### config.mk
export PLATFORM = sky130hd
export DESIGN_NAME = asid_tlb_xlate
export DESIGN_NICKNAME = d
export VERILOG_FILES = /design/src/rtl/asid_tlb_pkg.sv /design/src/rtl/tlb_region_decode.sv /design/src/rtl/tlb_entry_array.sv /design/src/rtl/tlb_resp_stage.sv /design/src/rtl/asid_tlb_xlate.sv
export SDC_FILE = /design/constraint.sdc
export NUM_CORES = 1
export LEC_CHECK = 0
export BUFFER_PORTS_ARGS = -buffer_cell sky130_fd_sc_hd__buf_4
export CAP_MARGIN = 40
export CORE_ASPECT_RATIO = 0.75
export CORE_MARGIN = 2
export CORE_UTILIZATION = 55
export CTS_CLUSTER_DIAMETER = 50
export DETAILED_ROUTE_END_ITERATION = 16
export GPL_TIMING_DRIVEN = 0
export HOLD_SLACK_MARGIN = 0.03
export PLACE_DENSITY_LB_ADDON = 0.25
export SYNTH_ARGS = -nofsm -noshare
export SYNTH_HDL_FRONTEND = slang
export SYNTH_HIERARCHICAL = 1
export SYNTH_SLANG_ARGS = --single-unit
### constraint.sdc
create_clock -name clk -period 8.5 [get_ports clk]
set_input_delay 0.85 -clock clk [delete_from_list [all_inputs] [get_ports clk]]
set_output_delay 0.85 -clock clk [all_outputs]
set_load 0.05 [all_outputs]
### src/rtl/asid_tlb_pkg.sv
package asid_tlb_pkg;

  localparam int VA_W     = 32;
  localparam int PAGE_W   = 12;
  localparam int VPN_W    = VA_W - PAGE_W;
  localparam int ASID_W   = 8;
  localparam int PPN_W    = 19;
  localparam int PAD_W    = VA_W - PPN_W - PAGE_W;
  localparam int REGSEL_W = 3;

  typedef enum logic [1:0] {
    RGN_XLATE = 2'd0,
    RGN_FIXED = 2'd1,
    RGN_PASS  = 2'd2
  } region_e;

  typedef struct packed {
    logic              valid;
    logic [VPN_W-1:0]  vpn;
    logic [ASID_W-1:0] asid;
    logic              shared;
    logic [PPN_W-1:0]  ppn;
  } tlb_entry_t;

  // Region from the top address bits.
  function automatic region_e decode_region(input logic [VA_W-1:0] va);
    logic [REGSEL_W-1:0] sel;
    sel = va[VA_W-1 -: REGSEL_W];
    case (sel)
      3'b100, 3'b101: return RGN_FIXED;
      3'b111:         return RGN_PASS;
      default:        return RGN_XLATE;
    endcase
  endfunction

  // Fixed window: drop the region selector bits.
  function automatic logic [VA_W-1:0] fixed_map(input logic [VA_W-1:0] va);
    return {{REGSEL_W{1'b0}}, va[VA_W-REGSEL_W-1:0]};
  endfunction

  // Physical address from page number and in-page offset.
  function automatic logic [VA_W-1:0] page_join(input logic [PPN_W-1:0] ppn,
                                                 input logic [PAGE_W-1:0] off);
    return {{PAD_W{1'b0}}, ppn, off};
  endfunction

  // Tag comparison: single mode ignores the ASID for selection.
  function automatic logic entry_tag_hit(input tlb_entry_t e,
                                         input logic [VPN_W-1:0] vpn,
                                         input logic [ASID_W-1:0] cur,
                                         input logic single);
    return e.valid && (e.vpn == vpn) && (single || e.shared || (e.asid == cur));
  endfunction

  // Owner check used for protection in single mode.
  function automatic logic asid_denied(input tlb_entry_t e,
                                       input logic [ASID_W-1:0] cur,
                                       input logic priv);
    return !e.shared && (e.asid != cur) && !priv;
  endfunction

endpackage

### src/rtl/tlb_region_decode.sv
module tlb_region_decode
  import asid_tlb_pkg::*;
(
  input  logic [VA_W-1:0] vaddr,
  output region_e         region,
  output logic [VA_W-1:0] fixed_pa
);
  always_comb begin
    region   = decode_region(vaddr);
    fixed_pa = fixed_map(vaddr);
  end
endmodule

### src/rtl/tlb_entry_array.sv
module tlb_entry_array
  import asid_tlb_pkg::*;
#(
  parameter int ENTRIES = 8
)(
  input  logic               clk,
  input  logic               rst_n,
  input  logic               wr_en,
  input  tlb_entry_t         wr_entry,
  input  logic [VPN_W-1:0]   look_vpn,
  input  logic [ASID_W-1:0]  cur_asid,
  input  logic               vm_single,
  input  logic               look_priv,
  output logic [ENTRIES-1:0] match_vec,
  output logic [ENTRIES-1:0] valid_vec,
  output logic [PPN_W-1:0]   ppn_sel,
  output logic               deny_any
);
  localparam int PTR_W = (ENTRIES > 1) ? $clog2(ENTRIES) : 1;
  localparam logic [PTR_W-1:0] LAST = PTR_W'(ENTRIES - 1);

  logic [PTR_W-1:0]   wr_ptr;
  tlb_entry_t         slot [ENTRIES];
  logic [PPN_W-1:0]   ppn_masked [ENTRIES];
  logic [ENTRIES-1:0] deny_vec;

  // Round-robin refill pointer.
  always_ff @(posedge clk) begin
    if (!rst_n)       wr_ptr <= '0;
    else if (wr_en)   wr_ptr <= (wr_ptr == LAST) ? '0 : wr_ptr + 1'b1;
  end

  for (genvar i = 0; i < ENTRIES; i++) begin : g_slot
    always_ff @(posedge clk) begin
      if (!rst_n)                                 slot[i] <= '0;
      else if (wr_en && (wr_ptr == PTR_W'(i)))    slot[i] <= wr_entry;
    end
    always_comb begin
      valid_vec[i]  = slot[i].valid;
      match_vec[i]  = entry_tag_hit(slot[i], look_vpn, cur_asid, vm_single);
      deny_vec[i]   = match_vec[i] && asid_denied(slot[i], cur_asid, look_priv);
      ppn_masked[i] = match_vec[i] ? slot[i].ppn : '0;
    end
  end

  always_comb begin
    ppn_sel = '0;
    for (int i = 0; i < ENTRIES; i++) ppn_sel = ppn_sel | ppn_masked[i];
    deny_any = |deny_vec;
  end
endmodule

### src/rtl/tlb_resp_stage.sv
module tlb_resp_stage
  import asid_tlb_pkg::*;
#(
  parameter int ENTRIES = 8
)(
  input  logic               clk,
  input  logic               rst_n,
  input  logic               req_valid,
  input  logic [VA_W-1:0]    req_vaddr,
  input  region_e            region,
  input  logic [VA_W-1:0]    fixed_pa,
  input  logic [ENTRIES-1:0] match_vec,
  input  logic [PPN_W-1:0]   ppn_sel,
  input  logic               deny_any,
  output logic               rsp_valid,
  output logic               rsp_ok,
  output logic [VA_W-1:0]    rsp_paddr,
  output logic               rsp_tlb_miss,
  output logic               rsp_multi_hit,
  output logic               rsp_prot_viol
);
  localparam int CNT_W = $clog2(ENTRIES + 1);

  logic [CNT_W-1:0] n_match;
  logic             nx_ok, nx_miss, nx_multi, nx_prot;
  logic [VA_W-1:0]  nx_pa;

  always_comb begin
    n_match = '0;
    for (int i = 0; i < ENTRIES; i++) n_match = n_match + CNT_W'(match_vec[i]);
  end

  always_comb begin
    nx_ok = 1'b0; nx_miss = 1'b0; nx_multi = 1'b0; nx_prot = 1'b0;
    nx_pa = '0;
    case (region)
      RGN_PASS:  begin nx_ok = 1'b1; nx_pa = req_vaddr; end
      RGN_FIXED: begin nx_ok = 1'b1; nx_pa = fixed_pa;  end
      default: begin
        if (n_match > CNT_W'(1))       nx_multi = 1'b1;
        else if (n_match == '0)        nx_miss  = 1'b1;
        else if (deny_any)             nx_prot  = 1'b1;
        else begin
          nx_ok = 1'b1;
          nx_pa = page_join(ppn_sel, req_vaddr[PAGE_W-1:0]);
        end
      end
    endcase
  end

  always_ff @(posedge clk) begin
    if (!rst_n) begin
      rsp_valid <= 1'b0; rsp_ok <= 1'b0; rsp_paddr <= '0;
      rsp_tlb_miss <= 1'b0; rsp_multi_hit <= 1'b0; rsp_prot_viol <= 1'b0;
    end else begin
      rsp_valid     <= req_valid;
      rsp_ok        <= req_valid && nx_ok;
      rsp_paddr     <= req_valid ? nx_pa : '0;
      rsp_tlb_miss  <= req_valid && nx_miss;
      rsp_multi_hit <= req_valid && nx_multi;
      rsp_prot_viol <= req_valid && nx_prot;
    end
  end
endmodule

### src/rtl/asid_tlb_xlate.sv
module asid_tlb_xlate
  import asid_tlb_pkg::*;
#(
  parameter int ENTRIES = 8
)(
  input  logic              clk,
  input  logic              rst_n,
  input  logic              vm_single,
  input  logic              asid_we,
  input  logic [ASID_W-1:0] asid_wdata,
  output logic [ASID_W-1:0] cur_asid,
  input  logic              req_valid,
  input  logic [VA_W-1:0]   req_vaddr,
  input  logic              req_priv,
  input  logic              wr_en,
  input  logic [VPN_W-1:0]  wr_vpn,
  input  logic [ASID_W-1:0] wr_asid,
  input  logic              wr_shared,
  input  logic [PPN_W-1:0]  wr_ppn,
  output logic              rsp_valid,
  output logic              rsp_ok,
  output logic [VA_W-1:0]   rsp_paddr,
  output logic              rsp_tlb_miss,
  output logic              rsp_multi_hit,
  output logic              rsp_prot_viol
);
  region_e            req_region;
  logic [VA_W-1:0]    fixed_pa;
  logic [ENTRIES-1:0] hit_vec;
  logic [ENTRIES-1:0] slot_valid;
  logic [PPN_W-1:0]   ppn_sel;
  logic               deny_any;
  tlb_entry_t         new_entry;

  always_ff @(posedge clk) begin
    if (!rst_n)        cur_asid <= '0;
    else if (asid_we)  cur_asid <= asid_wdata;
  end

  always_comb begin
    new_entry.valid  = 1'b1;
    new_entry.vpn    = wr_vpn;
    new_entry.asid   = wr_asid;
    new_entry.shared = wr_shared;
    new_entry.ppn    = wr_ppn;
  end

  tlb_region_decode u_decode (
    .vaddr    (req_vaddr),
    .region   (req_region),
    .fixed_pa (fixed_pa)
  );

  tlb_entry_array #(.ENTRIES(ENTRIES)) u_array (
    .clk       (clk),
    .rst_n     (rst_n),
    .wr_en     (wr_en),
    .wr_entry  (new_entry),
    .look_vpn  (req_vaddr[VA_W-1:PAGE_W]),
    .cur_asid  (cur_asid),
    .vm_single (vm_single),
    .look_priv (req_priv),
    .match_vec (hit_vec),
    .valid_vec (slot_valid),
    .ppn_sel   (ppn_sel),
    .deny_any  (deny_any)
  );

  tlb_resp_stage #(.ENTRIES(ENTRIES)) u_resp (
    .clk           (clk),
    .rst_n         (rst_n),
    .req_valid     (req_valid),
    .req_vaddr     (req_vaddr),
    .region        (req_region),
    .fixed_pa      (fixed_pa),
    .match_vec     (hit_vec),
    .ppn_sel       (ppn_sel),
    .deny_any      (deny_any),
    .rsp_valid     (rsp_valid),
    .rsp_ok        (rsp_ok),
    .rsp_paddr     (rsp_paddr),
    .rsp_tlb_miss  (rsp_tlb_miss),
    .rsp_multi_hit (rsp_multi_hit),
    .rsp_prot_viol (rsp_prot_viol)
  );
endmodule

# ---- Yosys cells after proc, flatten, opt, wreduce, memory -nomap -nowiden
# Memory sizes are Yosys's and may differ from the RTL's.
# Index checks and enable logic that the tools add are counted.
dict set report word_totals {
  ff_bits 48
  ramBits 392
  in_bits 95
  output_inout_bits 45
  elab_cells 212
  mem_count 1
}
dict set report classes {
  addsub 8
  magnitude_cmp 1
  n_eq_ne 36
  mux 60
  bitwise_logic 15
  reduce_logical 83
}
# memory depth word_bits read_ports rd_ports_with_merged_regs write_ports line_no
set mem_list {}
lappend mem_list {u_array.slot 8 49 8 0 8 tlb_entry_array.sv:23} ;# tlb_entry_t slot [ENTRIES];
# op count
set ops {}
lappend ops {{$mux 49} 8}
lappend ops {{$eq 20x20->1} 8}
lappend ops {{$mux 19} 8}
lappend ops {{$or 19x19->19} 7}
lappend ops {{$eq 8x8->1} 8}
lappend ops {{$mux 32} 2}
lappend ops {{$ne 8x8->1} 8}
lappend ops {{$pmux 32 s2} 1}
lappend ops {{$logic_and 1x1->1} 52}
lappend ops {{$mux 1} 38}
lappend ops {{$mux 31} 1}
lappend ops {{$add 4x1->4} 6}
lappend ops {{$eq 3x3->1 const B} 7}
lappend ops {{$logic_or 1x1->1} 16}
lappend ops {{$logic_not 1->1} 9}
lappend ops {{$or 1x1->1} 8}
lappend ops {{$reduce_or 8->1} 1}
lappend ops {{$eq 3x2->1 const B} 2}
lappend ops {{$gt 4x1->1 const B} 1}
lappend ops {{$logic_not 4->1} 1}
lappend ops {{$pmux 2 s2} 1}
lappend ops {{$reduce_or 2->1} 2}
lappend ops {{$add 3x1->3 const B} 1}
lappend ops {{$eq 3x1->1 const B} 1}
lappend ops {{6 further kinds} 6}

# ---- Longest topological paths before layout
# An unclocked memory read counts as a cell.
dict set report logic_depth {
  ltp_word 16
  depth_mapped 18
  depth_no_buf 15
}

# ---- Cells and area by module
# The synthesis kept the hierarchy.
# mod instances cells_each area_per_inst_um2 seq_area_each_um2
set modules_own_cells {}
lappend modules_own_cells {tlb_entry_array 1 1513 19164.6 11831.3}
lappend modules_own_cells {tlb_resp_stage 1 194 1780.5 740.7}
lappend modules_own_cells {asid_tlb_xlate 1 26 305.3 160.2}
lappend modules_own_cells {tlb_region_decode 1 35 260.2 0.0}

# ---- Least setup slack after synthesis
# No wires, ideal clock.
dict set report synth_path {
  path_type {input port to flip-flop}
  startpoint {input port req_vaddr[17]}
  endpoint {register u_resp.rsp_paddr[21]}
  setup_time_ns 0.122
  t_arrival_ns 4.793
  required_ns 8.378
  setup_slack_ns 3.585
  path_stages 17
  path_buffers 2
  cell_sequence {buf_4 xnor2_1 nand4_1 nor4_4 and3_1 inv_1 fa_1 fa_1 fa_1 inv_1 ha_1 inv_1 fa_1 and4bb_1 a2bb2oi_4 buf_4 o22ai_1}
}
dict set report synth_between {
  elab_chain_len 15
  word_cells_on_any_way 61
  cone_classes {add/sub (7); order compare (1); eq/ne (8); mux (12); bitwise (7); reduce/logical (26)}
}
# item line_no
set synth_lines {}
lappend synth_lines {{start: declaration} asid_tlb_xlate.sv:13} ;# input logic [VA_W-1:0] req_vaddr,
lappend synth_lines {{$eq 20x20->1 *} asid_tlb_pkg.sv:52} ;# return e.valid && (e.vpn == vpn) && (single || e.shared || (e.asid == cur));
lappend synth_lines {{$logic_and 1x1->1 * (2 in a row)} asid_tlb_pkg.sv:52}
lappend synth_lines {{via hit_vec[1]} asid_tlb_xlate.sv:29} ;# logic [ENTRIES-1:0] hit_vec;
lappend synth_lines {{branches (longest 10 deep; another with $add 4x1->4)} n/a}
lappend synth_lines {{$mux 32 *} tlb_resp_stage.sv:40} ;# if (n_match > CNT_W'(1)) nx_multi = 1'b1;
lappend synth_lines {{$pmux 32 s2 *} tlb_resp_stage.sv:36} ;# case (region)
lappend synth_lines {{end signal: assignment} tlb_resp_stage.sv:58} ;# rsp_paddr <= req_valid ? nx_pa : '0;
lappend synth_lines {{end: declaration} tlb_resp_stage.sv:17} ;# output logic [VA_W-1:0] rsp_paddr,
# Mark *: on every way through the listed nets, which the timed path passes.
# A chain may end at the register's enable or synchronous reset.

# ---- Final worst setup path
dict set report layout_path {
  startpoint {input port req_vaddr[20]}
  endpoint {register u_resp.rsp_paddr[21]}
}
dict set report layout_between {
  word_cells_on_any_way 61
  cone_classes {add/sub (7); order compare (1); eq/ne (8); mux (12); bitwise (7); reduce/logical (26)}
}
# item line_no
set layout_rtl {}
lappend layout_rtl {{$eq 20x20->1 *} asid_tlb_pkg.sv:52}
lappend layout_rtl {{$logic_and 1x1->1 * (2 in a row)} asid_tlb_pkg.sv:52}
lappend layout_rtl {{via hit_vec[5]} asid_tlb_xlate.sv:29}
lappend layout_rtl {{branches (longest 6 deep; another with $add 4x1->4)} n/a}
lappend layout_rtl {{$mux 32 *} tlb_resp_stage.sv:40}
lappend layout_rtl {{$pmux 32 s2 *} tlb_resp_stage.sv:36}
# Marked as above.

==> qor.yml <==
critical_path:
  critPathArrivalTime_ns: 6.16
  crit_slowest_cell: "sky130_fd_sc_hd__clkbuf_1"
  cp_max_fo: 10
  crit_reg_reg_endpoint: "u_resp/rsp_paddr[21]"
  ff2ff_path_depth: 18
  critPathCapture: "u_resp/rsp_paddr[21]"
  timing.critical_path.cells: "buf_4 -> buf_4 -> xor2_1 -> nor4_1 -> clkdlybuf4s15_2 -> nand4_1 -> nor4_2 -> clkbuf_1 -> and2_1 -> inv_1 -> fa_1 -> fa_1 -> inv_1 -> ha_1 -> inv_1 -> fa_1 -> and4bb_1 -> a2bb2oi_4 -> buf_4 -> o22ai_1"
  start_kind: "input pin"
  path_class: "input pin to flip-flop"
  endpoint_kind: "flip-flop"
  timing.critical_path.required_ns: 8.93
  critical-path-max-stage-delay_ns: 0.56
  reg2reg_setup_slack_ns: 3.02
  rr_startpoint: "cur_asid[7]"
  critPathLaunch: "req_vaddr[20]"
placement:
  hpwlAfterDp_um: 44400
  gp_congestion: 0.905
  place_ws_ns: 2.33
  portBuffers: 136
clock_tree:
  clkSlewWorstSetupHoldPaths_ns: 0.06
  clock_path_buffers: 3
  insertion_delay_ns: 0.56
  cts_num_sinks: 440
  cts.hold.buffers_added: 0
  cts_tree: "done"
  cts.htree.levels: 2
  clock_buffer_count_from_cts: 44
  post_cts_resized: 0
  cts_post_setup_buffers_inserted: 0
  root_buffer: "sky130_fd_sc_hd__clkbuf_16"
routing:
  route.final.wire_length_um: 64600
  routed_wire_length_per_instance_um: 25.8
  detailedRoute.firstPassIterationCount: 6
  final_antenna_net_count: 0
  drc: 0
  drtIter0Drc: 2387
  viasPerCell: 6.09
  route.vias.total: 15200
timing:
  shortest_period_the_worst_path_allows_ns: 5.73
  timing.slew.headroom: 0.372
  skew_ns: 0.0114
  max_clock_freq_mhz: 175
  hold_viol: 0
  worst_slew_pin_slew_ns: 0.942
  worst_case_setup_margin_in_the_final_layout_ns: 2.77
  final_slew_viol_count: 0
  grt_setup_unrepaired: "false"
  fin_crit_sh: 0.674
  finalSetupViolations: 0
  final_total_negative_setup_slack_ns: 0
floorplan:
  floorplan.die.width_um: 232
  floorplan.die_area_mm2: 0.0406
  floorplan.core_area_mm2: 0.0384
  die_y_um: 175
  initial_core_util: 0.559
  placement_rows: 62
  ios: 140
grt:
  grt_pass1_vias: 14500
  grt_max_degree: 50
  overflow: 0
  initial_antenna_violation_count: 1
  first_pass_grt_wire_length_um: 93700
  globalRouteTotalUtil: 0.318
power_and_ir_drop:
  p_int_mw: 3.66
  netSwitchingPower_mw: 1.17
  swShare: 0.243
  power_frac_comb: 0.101
  seqPwrFrac: 0.519
  power_frac_clock: 0.380
  ir_drop_mv: 0.147
  power.static_leakage_nw: 9.27
  powerDensity_mw_per_mm2: 196
flow_run:
  number_of_maximum_capacitance_constraint_violations: 0
cells_and_area:
  nFillCells: 2910
  syn2layout_area_growth_pct: 15.0
  proportion_of_layout_cells_with_a_drive_suffix_above_1: 0.156
  final_net_count: 2071
  mostFrequentLayoutCell: "sky130_fd_sc_hd__and2_1"
  layout.cells.most_common_list: "sky130_fd_sc_hd__and2_1 (396), sky130_fd_sc_hd__edfxtp_1 (392), sky130_fd_sc_hd__xnor2_1 (213)"
  n_antenna_cell: 0
logic_synthesis:
  syn-mean-instance-area_um2: 12.2
  ys.warnings.count: 6
  cells_after_synth: 1760
  synth.cell_area_mm2: 0.0215
run_status:
  outcome: "finished clean"
min_path:
  min-delay-path-class: "flip-flop to flip-flop"
-- flip-flops by register name, summed over array words and instances, names as in the netlist --
register              count
u_array/slot            392
u_resp/rsp_paddr         32
cur_asid                  8
u_array/wr_ptr            3
u_resp/rsp_multi_hit      1
u_resp/rsp_ok             1
u_resp/rsp_prot_viol      1
u_resp/rsp_tlb_miss       1
u_resp/rsp_valid          1
-- metrics by stage --
step	power (mW)	cell area (um^2)	utilization	std cells	hold WS, ns
after detailed placement	3.03	23300	0.608	2426	0.540
after global routing	4.96	24700	0.642	2505	0.544
after CTS	4.83	24700	0.642	2504	0.527
after floorplan	2.82	21500	-	1769	0.528
final	4.83	24700	0.642	2505	0.543
after global placement	3.01	23100	0.603	2417	0.530
-- how the worst min path moves through the flow --
stage,startpoint,end,slack (ns),cells after the start
2_1_floorplan,u_array/wr_ptr[1],u_array/wr_ptr[1],0.53,2
3_3_place_gp,cur_asid[7],cur_asid[7],0.53,2
3_5_place_dp,cur_asid[6],cur_asid[6],0.54,2
4_1_cts,req_valid,u_resp/rsp_valid,0.53,3
5_1_grt,req_vaddr[7],u_resp/rsp_paddr[7],0.54,3
6_report,cur_asid[6],cur_asid[6],0.54,2
-- critical path: cells and delay by family --
kind,cells,cell delay (ns)
XOR/XNOR,1,0.21
AO/OA/AOI/OAI,2,0.36
AND/OR/NAND/NOR,5,1.45
adder cells (fa/ha/maj),4,1.62
buffers and inverters,8,1.65
-- power groups by stage --
stage / logic [mW] / clock network, mW / registers (mW)
detailed placement: 0.473 / 0 / 2.55
global placement: 0.452 / 0 / 2.56
global route: 0.511 / 1.93 / 2.52
floorplan: 0.256 / 0 / 2.56
CTS: 0.476 / 1.84 / 2.51
finish: 0.487 / 1.83 / 2.51
-- layer usage --
layer / GRT usage / part of all wire / vias to the layer above
met5: 0 / 0 / -
met4: 0.112 / 0.039 / 0
met3: 0.0824 / 0.15 / 184
met2: 0.460 / 0.42 / 1132
met1: 0.466 / 0.39 / 7329
li1: - / - / 6598
-- cell type report --
| cell class | instances | area [um^2] | area share |
|---|---|---|---|
| Buffer | 153 | 901 | 0.0365 |
| Clock buffer | 59 | 1200 | 0.0486 |
| Clock inverter | 19 | 118 | 0.00477 |
| Sequential cell | 440 | 12700 | 0.516 |
| Tap cell | 512 | 641 | 0.0260 |
| Timing Repair Buffer | 146 | 1200 | 0.0486 |
| Multi-Input combinational cell | 1155 | 7800 | 0.316 |
| Inverter | 21 | 78.8 | 0.00320 |
No activity file was read; power rests on OpenSTA's default activity.
